## src/rtl/parbus_pkg.sv

```systemverilog
// Shared types for the parallel bus master.
// Assumes: one byte cycle is active at a time.
package parbus_pkg;
    typedef enum logic [2:0] {
        PH_IDLE   = 3'd0,
        PH_SETUP  = 3'd1,
        PH_STROBE = 3'd2,
        PH_HOLD   = 3'd3,
        PH_FAST   = 3'd4
    } phase_t;

    localparam logic [1:0] STEP_UP   = 2'b01;
    localparam logic [1:0] STEP_DOWN = 2'b10;
    localparam logic [1:0] IRQ_END   = 2'b01;
endpackage

```

## src/rtl/parbus_seq.sv

```systemverilog
// Phase sequencer: times one byte cycle through setup, strobe and hold,
// or through one single-cycle part when the strobe setting is zero.
// Assumes: start is raised only while idle or in the final cycle of a byte.
module parbus_seq
    import parbus_pkg::*;
#(
    parameter int SHW = 2,
    parameter int WSW = 4
) (
    input  logic           clk,
    input  logic           rst_n,
    input  logic           start,
    input  logic [SHW-1:0] cfg_setup,
    input  logic [WSW-1:0] cfg_strobe,
    input  logic [SHW-1:0] cfg_hold,
    output phase_t         phase,
    output logic           last,
    output logic           cap
);
    localparam int CW = (WSW > SHW) ? WSW : SHW;

    phase_t         phase_q;
    logic [CW-1:0]  cnt_q;
    logic [SHW-1:0] s_q, h_q;
    logic [WSW-1:0] w_q;
    logic           idle;
    logic [SHW-1:0] sel_s;
    logic [WSW-1:0] sel_w;

    // Pick live settings for a fresh access, held ones for a second byte.
    always_comb begin
        idle  = (phase_q == PH_IDLE);
        sel_s = idle ? cfg_setup  : s_q;
        sel_w = idle ? cfg_strobe : w_q;
        last  = (phase_q == PH_FAST) || (phase_q == PH_HOLD && cnt_q == '0);
        cap   = (phase_q == PH_FAST) || (phase_q == PH_STROBE && cnt_q == '0);
    end

    // Advance the phase and its down-counter.
    always_ff @(posedge clk) begin
        if (!rst_n) begin
            phase_q <= PH_IDLE;
            cnt_q   <= '0;
            s_q     <= '0;
            w_q     <= '0;
            h_q     <= '0;
        end else if (start && (idle || last)) begin
            if (idle) begin
                s_q <= cfg_setup;
                w_q <= cfg_strobe;
                h_q <= cfg_hold;
            end
            if (sel_w == '0) begin
                phase_q <= PH_FAST;
                cnt_q   <= '0;
            end else begin
                phase_q <= PH_SETUP;
                cnt_q   <= CW'(sel_s);
            end
        end else begin
            case (phase_q)
                PH_SETUP: begin
                    if (cnt_q == '0) begin
                        phase_q <= PH_STROBE;
                        cnt_q   <= CW'(w_q);
                    end else cnt_q <= cnt_q - 1'b1;
                end
                PH_STROBE: begin
                    if (cnt_q == '0) begin
                        phase_q <= PH_HOLD;
                        cnt_q   <= CW'(h_q);
                    end else cnt_q <= cnt_q - 1'b1;
                end
                PH_HOLD: begin
                    if (cnt_q == '0) phase_q <= PH_IDLE;
                    else cnt_q <= cnt_q - 1'b1;
                end
                default: phase_q <= PH_IDLE;
            endcase
        end
    end

    assign phase = phase_q;

    // a single-cycle byte only occurs with a zero strobe setting
    a_r5_fast_only_zero: assert property (@(posedge clk) disable iff (!rst_n)
        (phase_q == PH_FAST) |-> (w_q == '0));
    // the timed strobe part only occurs with a nonzero setting
    a_r3_strobe_nonzero: assert property (@(posedge clk) disable iff (!rst_n)
        (phase_q == PH_STROBE) |-> (w_q != '0));
    // launches happen only when idle or chaining a second byte
    a_r12_start_legal: assert property (@(posedge clk) disable iff (!rst_n)
        start |-> (idle || last));
endmodule

```

## src/rtl/parbus_addr.sv

```systemverilog
// Bus address register: host preload and per-byte up/down/hold update.
// Assumes: ld and step are never high together (top gates them by busy).
module parbus_addr
    import parbus_pkg::*;
#(
    parameter int AW = 14
) (
    input  logic          clk,
    input  logic          rst_n,
    input  logic          ld,
    input  logic [AW-1:0] ld_val,
    input  logic          step,
    input  logic [1:0]    mode,
    output logic [AW-1:0] addr
);
    logic [AW-1:0] addr_q;

    // Load, then update after each finished byte cycle.
    always_ff @(posedge clk) begin
        if (!rst_n) addr_q <= '0;
        else if (ld) addr_q <= ld_val;
        else if (step) begin
            case (mode)
                STEP_UP:   addr_q <= addr_q + 1'b1;
                STEP_DOWN: addr_q <= addr_q - 1'b1;
                default:   addr_q <= addr_q;
            endcase
        end
    end

    assign addr = addr_q;

    // count up by one
    a_r9_step_up: assert property (@(posedge clk) disable iff (!rst_n)
        (step && !ld && mode == STEP_UP) |=> (addr_q == $past(addr_q) + 1'b1));
    // count down by one
    a_r9_step_down: assert property (@(posedge clk) disable iff (!rst_n)
        (step && !ld && mode == STEP_DOWN) |=> (addr_q == $past(addr_q) - 1'b1));
    // no movement without a load or a step
    a_r9_still: assert property (@(posedge clk) disable iff (!rst_n)
        (!step && !ld) |=> $stable(addr_q));
endmodule

```

## src/rtl/parbus_master.sv

```systemverilog
// Parallel bus master top: accepts host read/write requests, runs one or
// two byte cycles through the sequencer, and drives the bus pins.
// Assumes: configuration is sampled when a request is accepted.
module parbus_master
    import parbus_pkg::*;
#(
    parameter int AW  = 14,
    parameter int SHW = 2,
    parameter int WSW = 4
) (
    input  logic           clk,
    input  logic           rst_n,
    input  logic [SHW-1:0] cfg_setup,
    input  logic [WSW-1:0] cfg_strobe,
    input  logic [SHW-1:0] cfg_hold,
    input  logic           cfg_dir_en,
    input  logic           cfg_wide,
    input  logic [1:0]     cfg_step,
    input  logic [1:0]     cfg_irq,
    input  logic           host_wr,
    input  logic           host_rd,
    input  logic [15:0]    host_wdata,
    output logic [15:0]    host_rdata,
    input  logic           addr_ld,
    input  logic [AW-1:0]  addr_val,
    output logic           busy,
    output logic           irq,
    output logic           bus_cs,
    output logic           bus_rd,
    output logic           bus_wr,
    output logic           bus_dir,
    output logic           bus_en,
    output logic           bus_be,
    output logic [AW-1:0]  bus_addr,
    output logic [7:0]     bus_dout,
    output logic           bus_doe,
    input  logic [7:0]     bus_din
);
    phase_t      phase;
    logic        last, cap, accept, chain, start, strobe_on, active;
    logic        op_rd, op_de, op_wide, byte_hi, irq_q;
    logic [1:0]  op_step, op_irq;
    logic [15:0] wdata_q, rdata_q;

    // Request acceptance and second-byte chaining.
    always_comb begin
        active    = (phase != PH_IDLE);
        accept    = (host_wr || host_rd) && !active;
        chain     = last && op_wide && !byte_hi;
        start     = accept || chain;
        strobe_on = (phase == PH_STROBE) || (phase == PH_FAST);
    end

    parbus_seq #(.SHW(SHW), .WSW(WSW)) u_seq (
        .clk        (clk),
        .rst_n      (rst_n),
        .start      (start),
        .cfg_setup  (cfg_setup),
        .cfg_strobe (cfg_strobe),
        .cfg_hold   (cfg_hold),
        .phase      (phase),
        .last       (last),
        .cap        (cap)
    );

    parbus_addr #(.AW(AW)) u_addr (
        .clk    (clk),
        .rst_n  (rst_n),
        .ld     (addr_ld && !active),
        .ld_val (addr_val),
        .step   (last),
        .mode   (op_step),
        .addr   (bus_addr)
    );

    // Latch the access description at acceptance; track the byte index.
    always_ff @(posedge clk) begin
        if (!rst_n) begin
            op_rd   <= 1'b0;
            op_de   <= 1'b0;
            op_wide <= 1'b0;
            op_step <= '0;
            op_irq  <= '0;
            wdata_q <= '0;
            byte_hi <= 1'b0;
        end else if (accept) begin
            op_rd   <= !host_wr;
            op_de   <= cfg_dir_en;
            op_wide <= cfg_wide;
            op_step <= cfg_step;
            op_irq  <= cfg_irq;
            wdata_q <= host_wdata;
            byte_hi <= 1'b0;
        end else if (chain) begin
            byte_hi <= 1'b1;
        end
    end

    // Capture read bytes on the final strobe cycle.
    always_ff @(posedge clk) begin
        if (!rst_n) rdata_q <= '0;
        else if (cap && op_rd) begin
            if (byte_hi) rdata_q[15:8] <= bus_din;
            else begin
                rdata_q[7:0] <= bus_din;
                if (!op_wide) rdata_q[15:8] <= 8'h00;
            end
        end
    end

    // End-of-access interrupt pulse.
    always_ff @(posedge clk) begin
        if (!rst_n) irq_q <= 1'b0;
        else irq_q <= last && !chain && (op_irq == IRQ_END);
    end

    // Pin decode from phase and latched access.
    always_comb begin
        busy       = active;
        irq        = irq_q;
        host_rdata = rdata_q;
        bus_cs     = active;
        bus_rd     = strobe_on && op_rd && !op_de;
        bus_wr     = strobe_on && !op_rd && !op_de;
        bus_dir    = active && op_rd && op_de;
        bus_en     = strobe_on && op_de;
        bus_be     = active && byte_hi;
        bus_doe    = active && !op_rd;
        bus_dout   = bus_doe ? (byte_hi ? wdata_q[15:8] : wdata_q[7:0]) : 8'h00;
    end

    // separate strobes never both active
    a_r6_rd_wr_excl: assert property (@(posedge clk) disable iff (!rst_n)
        !(bus_rd && bus_wr));
    // styles never mix
    a_r7_style_excl: assert property (@(posedge clk) disable iff (!rst_n)
        (bus_en || bus_dir) |-> !(bus_rd || bus_wr));
    // strobes and byte enable stay inside chip select
    a_r10_strobe_in_cs: assert property (@(posedge clk) disable iff (!rst_n)
        (bus_rd || bus_wr || bus_en || bus_be) |-> bus_cs);
    // interrupt is a lone pulse right after an access
    a_r11_irq_after_busy: assert property (@(posedge clk) disable iff (!rst_n)
        irq |-> ($past(busy) && !busy));
    a_r11_irq_single: assert property (@(posedge clk) disable iff (!rst_n)
        irq |=> !irq);
    // a request while busy leaves the write data untouched
    a_r12_ignore_busy: assert property (@(posedge clk) disable iff (!rst_n)
        (busy && (host_wr || host_rd)) |=> $stable(wdata_q));
endmodule

```

## config.mk

```make
export PLATFORM = sky130hd
export DESIGN_NAME = parbus_master
export DESIGN_NICKNAME = d
export VERILOG_FILES = /design/src/rtl/parbus_pkg.sv /design/src/rtl/parbus_seq.sv /design/src/rtl/parbus_addr.sv /design/src/rtl/parbus_master.sv
export SDC_FILE = /design/constraint.sdc
export NUM_CORES = 1
export LEC_CHECK = 0
export CELL_PAD_IN_SITES_DETAIL_PLACEMENT = 1
export CELL_PAD_IN_SITES_GLOBAL_PLACEMENT = 1
export CORE_AREA = 2 2 109 111
export DETAILED_ROUTE_END_ITERATION = 12
export DIE_AREA = 0 0 111 113
export GPL_TIMING_DRIVEN = 0
export PLACE_DENSITY_LB_ADDON = 0.1
export REMOVE_ABC_BUFFERS = 1
export SYNTH_ARGS = -nofsm -noshare
export SYNTH_HDL_FRONTEND = slang
export SYNTH_SLANG_ARGS = --single-unit
```

## constraint.sdc

```tcl
create_clock -name clk -period 5.9 [get_ports clk]
set_input_delay 0.59 -clock clk [delete_from_list [all_inputs] [get_ports clk]]
set_output_delay 0.59 -clock clk [all_outputs]
set_load 0.05 [all_outputs]
```

Word-level counts from Yosys, hierarchy flattened

Cells that the tools add are included.
W data, S select, Z words.

Latch bits: 0
Bits in writable memories: 0
Memories: 0
Logic and storage cells: 99
ROM bits: 0
Output and inout bits: 47
Flip-flop bits (word level): 70
Bits of input ports: 57

Shifts and indexed selects: 0
Div/mod/pow operators: 0
Bitwise gates (word level): 2
Add/subtract/negate cells: 3
Multiply operators: 0
Muxes and demuxes: 21
Reduce and logical (&&, ||, !) cells: 45
Order comparisons: 0
Equal/unequal tests: 12

Operators by type and width:

| operator                | number |
|---|---|
| $mux W8                 | 4 |
| $mux W14                | 2 |
| $pmux W14 S2            | 1 |
| $mux W4                 | 5 |
| $logic_and A1 B1 Y1     | 19 |
| $mux W3                 | 5 |
| $add A14 B1 Y14 const B | 1 |
| $sub A14 B1 Y14 const B | 1 |
| $pmux W4 S3             | 1 |
| $reduce_and A2 Y1       | 5 |
| $pmux W3 S3             | 1 |
| $logic_not A4 Y1        | 2 |
| $eq A3 B2 Y1 const B    | 2 |
| $logic_not A1 Y1        | 6 |
| $logic_or A1 B1 Y1      | 6 |
| $ne A3 B1 Y1 const B    | 2 |
| $ne A3 B3 Y1 const B    | 2 |
| $reduce_bool A3 Y1      | 2 |
| $eq A2 B1 Y1 const B    | 2 |
| $mux W2                 | 2 |
| $reduce_bool A4 Y1      | 1 |
| $sub A4 B1 Y4 const B   | 1 |
| $eq A3 B1 Y1 const B    | 1 |
| $eq A3 B3 Y1 const B    | 1 |
| 7 further kinds         | 8 |

Logic depth before layout (Yosys ltp)

Depth after elaboration: 9
Gate-level depth with buffers: 13
Mapped depth without buffers: 10

Hierarchy

A second synthesis with hierarchy kept.

Cells, all modules: 492
Area total of the unflattened synthesis: 4030.1 sq um

Modules (own cells, without submodules):

| module        | times used | cells each | sequential area each (sq um) | area each (sq um) |
|---|---|---|---|---|
| parbus_master | 1          | 201        | 820.8                        | 1799.2 |
| parbus_addr   | 1          | 169        | 280.3                        | 1280.0 |
| parbus_seq    | 1          | 122        | 300.3                        | 950.9 |

Worst setup path before layout

No wires, ideal clock.

Kind: reg2reg
From: register op_step[0]
To: register u_addr.addr_q[10], in the netlist u_addr.addr[10]
Clock period less this slack: 2.950 ns
Setup time: 0.122 ns
Path buffers: 3
Slack: 2.950 ns
Cell stages (with the launch flop): 14
Data arrival time: 2.828 ns
Data required time: 5.778 ns
Cell sequence: dfxtp_1 inv_1 ha_1 buf_4 buf_2 buf_1 xor2_1 ha_1 a21boi_0 o22a_4 a31o_1 o32a_1 and3_1 a221o_1

Word-level cells in the longest chain between the ends: 4
Elaborated cells on any way between the ends: 7
Those cells by class: 2 x eq/ne; 3 x mux; 2 x reduce/logical

Ends and longest elaborated chain:

| element                                             | RTL line            | source |
|---|---|---|
| start: declaration                                  | parbus_master.sv:42 | `logic [1:0] op_step, op_irq;` |
| start signal: assignment                            | parbus_master.sv:90 | `op_step <= cfg_step;` |
| $eq A2 B2 Y1 / $eq A2 B1 Y1 (equally long branches) | parbus_addr.sv:23   | `case (mode)` |
| $pmux W14 S2                                        | parbus_addr.sv:23   |  |
| $mux W14                                            | parbus_addr.sv:22   | `else if (step) begin` |
| $mux W14                                            | parbus_addr.sv:21   | `else if (ld) addr_q <= ld_val;` |
| end signal: assignment                              | parbus_addr.sv:21   |  |
| end signal: assignment                              | parbus_addr.sv:24   | `STEP_UP: addr_q <= addr_q + 1'b1;` |
| end signal: assignment                              | parbus_addr.sv:25   | `STEP_DOWN: addr_q <= addr_q - 1'b1;` |
| end: declaration                                    | parbus_addr.sv:16   | `logic [AW-1:0] addr_q;` |

Several ways; a longest one is shown, not always the timed one. The select of a mux whose other input is x is not followed.
A chain may end at the register's enable or synchronous reset.

Worst setup path after layout

From: register u_seq.phase_q[1], in the netlist u_seq.phase[1]
To: output port bus_rd

Word-level cells in the longest chain between the ends: 4
Elaborated cells on any way between the ends: 5
Those cells by class: 2 x eq/ne; 3 x reduce/logical

Ends and longest elaborated chain:

| element                                             | RTL line             | source |
|---|---|---|
| start: declaration                                  | parbus_seq.sv:22     | `phase_t phase_q;` |
| start signal: assignment                            | parbus_seq.sv:42     | `phase_q <= PH_IDLE;` |
| start signal: assignment                            | parbus_seq.sv:54     | `phase_q <= PH_FAST;` |
| start signal: assignment                            | parbus_seq.sv:57     | `phase_q <= PH_SETUP;` |
| $eq A3 B2 Y1 / $eq A3 B3 Y1 (equally long branches) | parbus_master.sv:51  | `strobe_on = (phase == PH_STROBE) \|\| (phase == PH_FAST);` |
| $logic_or A1 B1 Y1 (*)                              | parbus_master.sv:51  |  |
| $logic_and A1 B1 Y1 (*) (2 in series)               | parbus_master.sv:123 | `bus_rd = strobe_on && op_rd && !op_de;` |
| end: declaration                                    | parbus_master.sv:29  | `output logic bus_rd,` |

Mark *: on every way between the ends. The rest lies on a longest branch, timed or not.

==> out/results.ini <==
[timing]
fmax_mhz=300
fin_setup_tns_ns=0
fin_crit_sh_pct=56.4
skew_ns=0.00654
setup_ws_ns=2.57
slew_viol_final=0
hold_viol_final=0
fin_crit_ns=3.33
worst_slew_pin_slew_ns=1.01
setup_viol=0
max_slew_margin_pct=32.6
rsz0062_at_grt=no

[min_path]
worstHoldEndpoint=op_irq[1]
whs_path_depth=2
worstHoldStart=op_irq[1]
hp-class=register to register

[routing]
viasPerCell=5.63
drc_errors=0
finalWirelength_um=13700
post_drt_wl_per_cell_um=17.7
dr_total_vias=4341
drtAntennaViolNets=0
dr.pass1.iters=4
drt_iter0_markers=209

[synth]
synth_ff_type=dfxtp_1
synth-seq-cells=70
synthesis.area_um2=4310
synth_edf_count=0
syn_inst=549
ys_warn_count=0
avgSynthCellArea_um2=7.86
ys_seq_area_share_pct=32.5
synthArstFlopShare_pct=0
ys_types=79

[grt]
grt_pass1_vias=4533
antenna_found_initial=0
grt_max_degree=52
track_usage_pct=21.6
grt_pass1_wl_um=22200
grt_overflow_total=0

[power_and_ir_drop]
irDropWorstVdd_v=0.000306
finalPower_w=0.00283
p_per_area_nw_per_um2=497
p_leak_nw=2.05

[layout]
syn_to_final_growth_pct=31.8
mostFrequentLayoutCell=clkdlybuf4s50_1
nets=684
n_antenna_cell=0
mostFrequentLayoutCells=clkdlybuf4s50_1 (102), nand2_1 (88), dfxtp_1 (70)
utilization_pct=50.4
drive_gt1_share_pct=6.85
stdcell_area_um2=5680

[die]
floorplan.initialDensity_pct=38.3
core_area_um2=11300
rows=39
die_x_um=111
fp.dieArea_um2=12500
ioPinCount=104
die_y_um=113

[status]
status=finished clean

[job]
cap_viol_max_count=0

[clock_tree]
clk_path_buf_depth=2
root_buffer=clkbuf_16
cts-resized-gates=0
cts_made_buffers=9
clock_sinks=70
ctsHoldBuffers=0
h-tree-depth=3
postCtsSetupRepairBufs=0
cts_tree=yes
clk_pin_slew_worst_paths_ns=0.06
clk_latency_ns=0.34

[worst_setup_path]
setup.worst_path.start_class=register
cp_top_family=buffers and inverters
path_cells=nor2b_2 > nor2_1 > nor4b_1 > clkdlybuf4s50_1
r2r_setup_slack_ns=2.75
r2r_end=u_addr.addr[10]
reg2reg_from=op_step[0]
slowest_delay_ns=0.87
critPathMaxFanout=13
required_ns=5.31
r2r_cells=10
path_buf_inv=1
worstPathArrival_ns=2.74
critical-path-slowest-cell=clkdlybuf4s50_1
crit_type=register to output pin
end_kind=output pin
crit_start=u_seq.phase[1]

[placement]
dpl_cell_area_um2=5360
numPortBuffers=103
pre_cts_ws_ns=2.77
globalplace.congestion=0.814
dp_hpwl_um=9500

[routing by layer]
layer / wire, um / GRT usage (%) / up-vias / part of all wire [%]
li1: - / - / 2119 / -
met1: 6070 / 25.7 / 2111 / 44
met2: 6750 / 38.7 / 96 / 49
met3: 679 / 5.41 / 15 / 5.0
met4: 177 / 6.50 / 0 / 1.3
met5: 0 / 0 / - / 0
[where the power goes]
| group | internal [W] | switching, W | total (W) |
|---|---|---|---|
| combinational | 0.000549 | 0.000902 | 0.00145 |
| sequential | 0.000583 | 0.000185 | 0.000769 |
| clock | 0.000376 | 0.000232 | 0.000608 |
[area by class of cell]
cell class / instances / area (um^2)
clock buffers: 9 / 225
repair buffers: 105 / 1070
clock inverters: 7 / 103
multi-input cells: 422 / 2650
flip-flops and latches: 70 / 1400
inverters: 15 / 56.3
fillers: 1330 / 5590
well taps: 143 / 179
[state kept, by name, indices dropped and copies added, names as in the netlist, 3 cells and up]
| register | cells |
|---|---|
| u_seq.cnt_q | 4 |
| u_seq.w_q | 4 |
| u_addr.addr | 14 |
| host_rdata | 16 |
| wdata_q | 16 |
| u_seq.phase | 3 |
[synth_stat cells, types with 6 or more instances]
cell type  count  area, um^2
a32oi_1        6        52.6
or3_1          7        43.8
o21ai_0       25         125
and3_1         8        50.1
nand3_1        7        35.0
clkbuf_1      19        71.3
mux2i_1       19         190
a21boi_0      24         180
a21oi_1       31         155
nor2_1        42         158
nor2b_1       21         131
inv_1         14        52.6
nand2_1       88         330
a31oi_1        9        56.3
a22oi_1       14         105
nor3_1         6        30.0
buf_2         13        65.1
dfxtp_1       70        1400
[worst max-delay path by stage]
| stage | end | slack [ns] | cells after the start |
|---|---|---|---|
| 3_5_place_dp | u_addr.addr[10] | 2.77 | 10 |
| 3_3_place_gp | u_addr.addr[10] | 2.10 | 4 |
| 4_1_cts | bus_rd | 2.52 | 4 |
| 6_report | bus_rd | 2.57 | 4 |
| 2_1_floorplan | bus_rd | 2.71 | 3 |
| 5_1_grt | bus_rd | 2.40 | 4 |
[kinds of logic (layout without fill, tap and decap cells)]
kind of cell | Yosys count | after routing | share of synthesized area (%)
compound gates | 171 | 171 | 28.2
mux | 19 | 19 | 4.41
simple gates | 220 | 220 | 25.9
flops | 70 | 70 | 32.5
xor+xnor | 8 | 8 | 1.62
buf+inv | 57 | 136 | 6.24
fa+ha+maj | 4 | 4 | 1.16
[per-stage QoR]
step | instances | hold WS, ns
after floorplan | 507 | 0.431
after global placement | 753 | 0.440
after detailed placement | 755 | 0.451
after CTS | 771 | 0.460
after global routing | 771 | 0.480
final | 771 | 0.461
[worst min-delay path, stage by stage, from the launching register on]
cell and delay (ns):
dfxtp_1 0.31, nand2_1 0.05, a21oi_1 0.05
No activity file was read; power rests on OpenSTA's default activity.
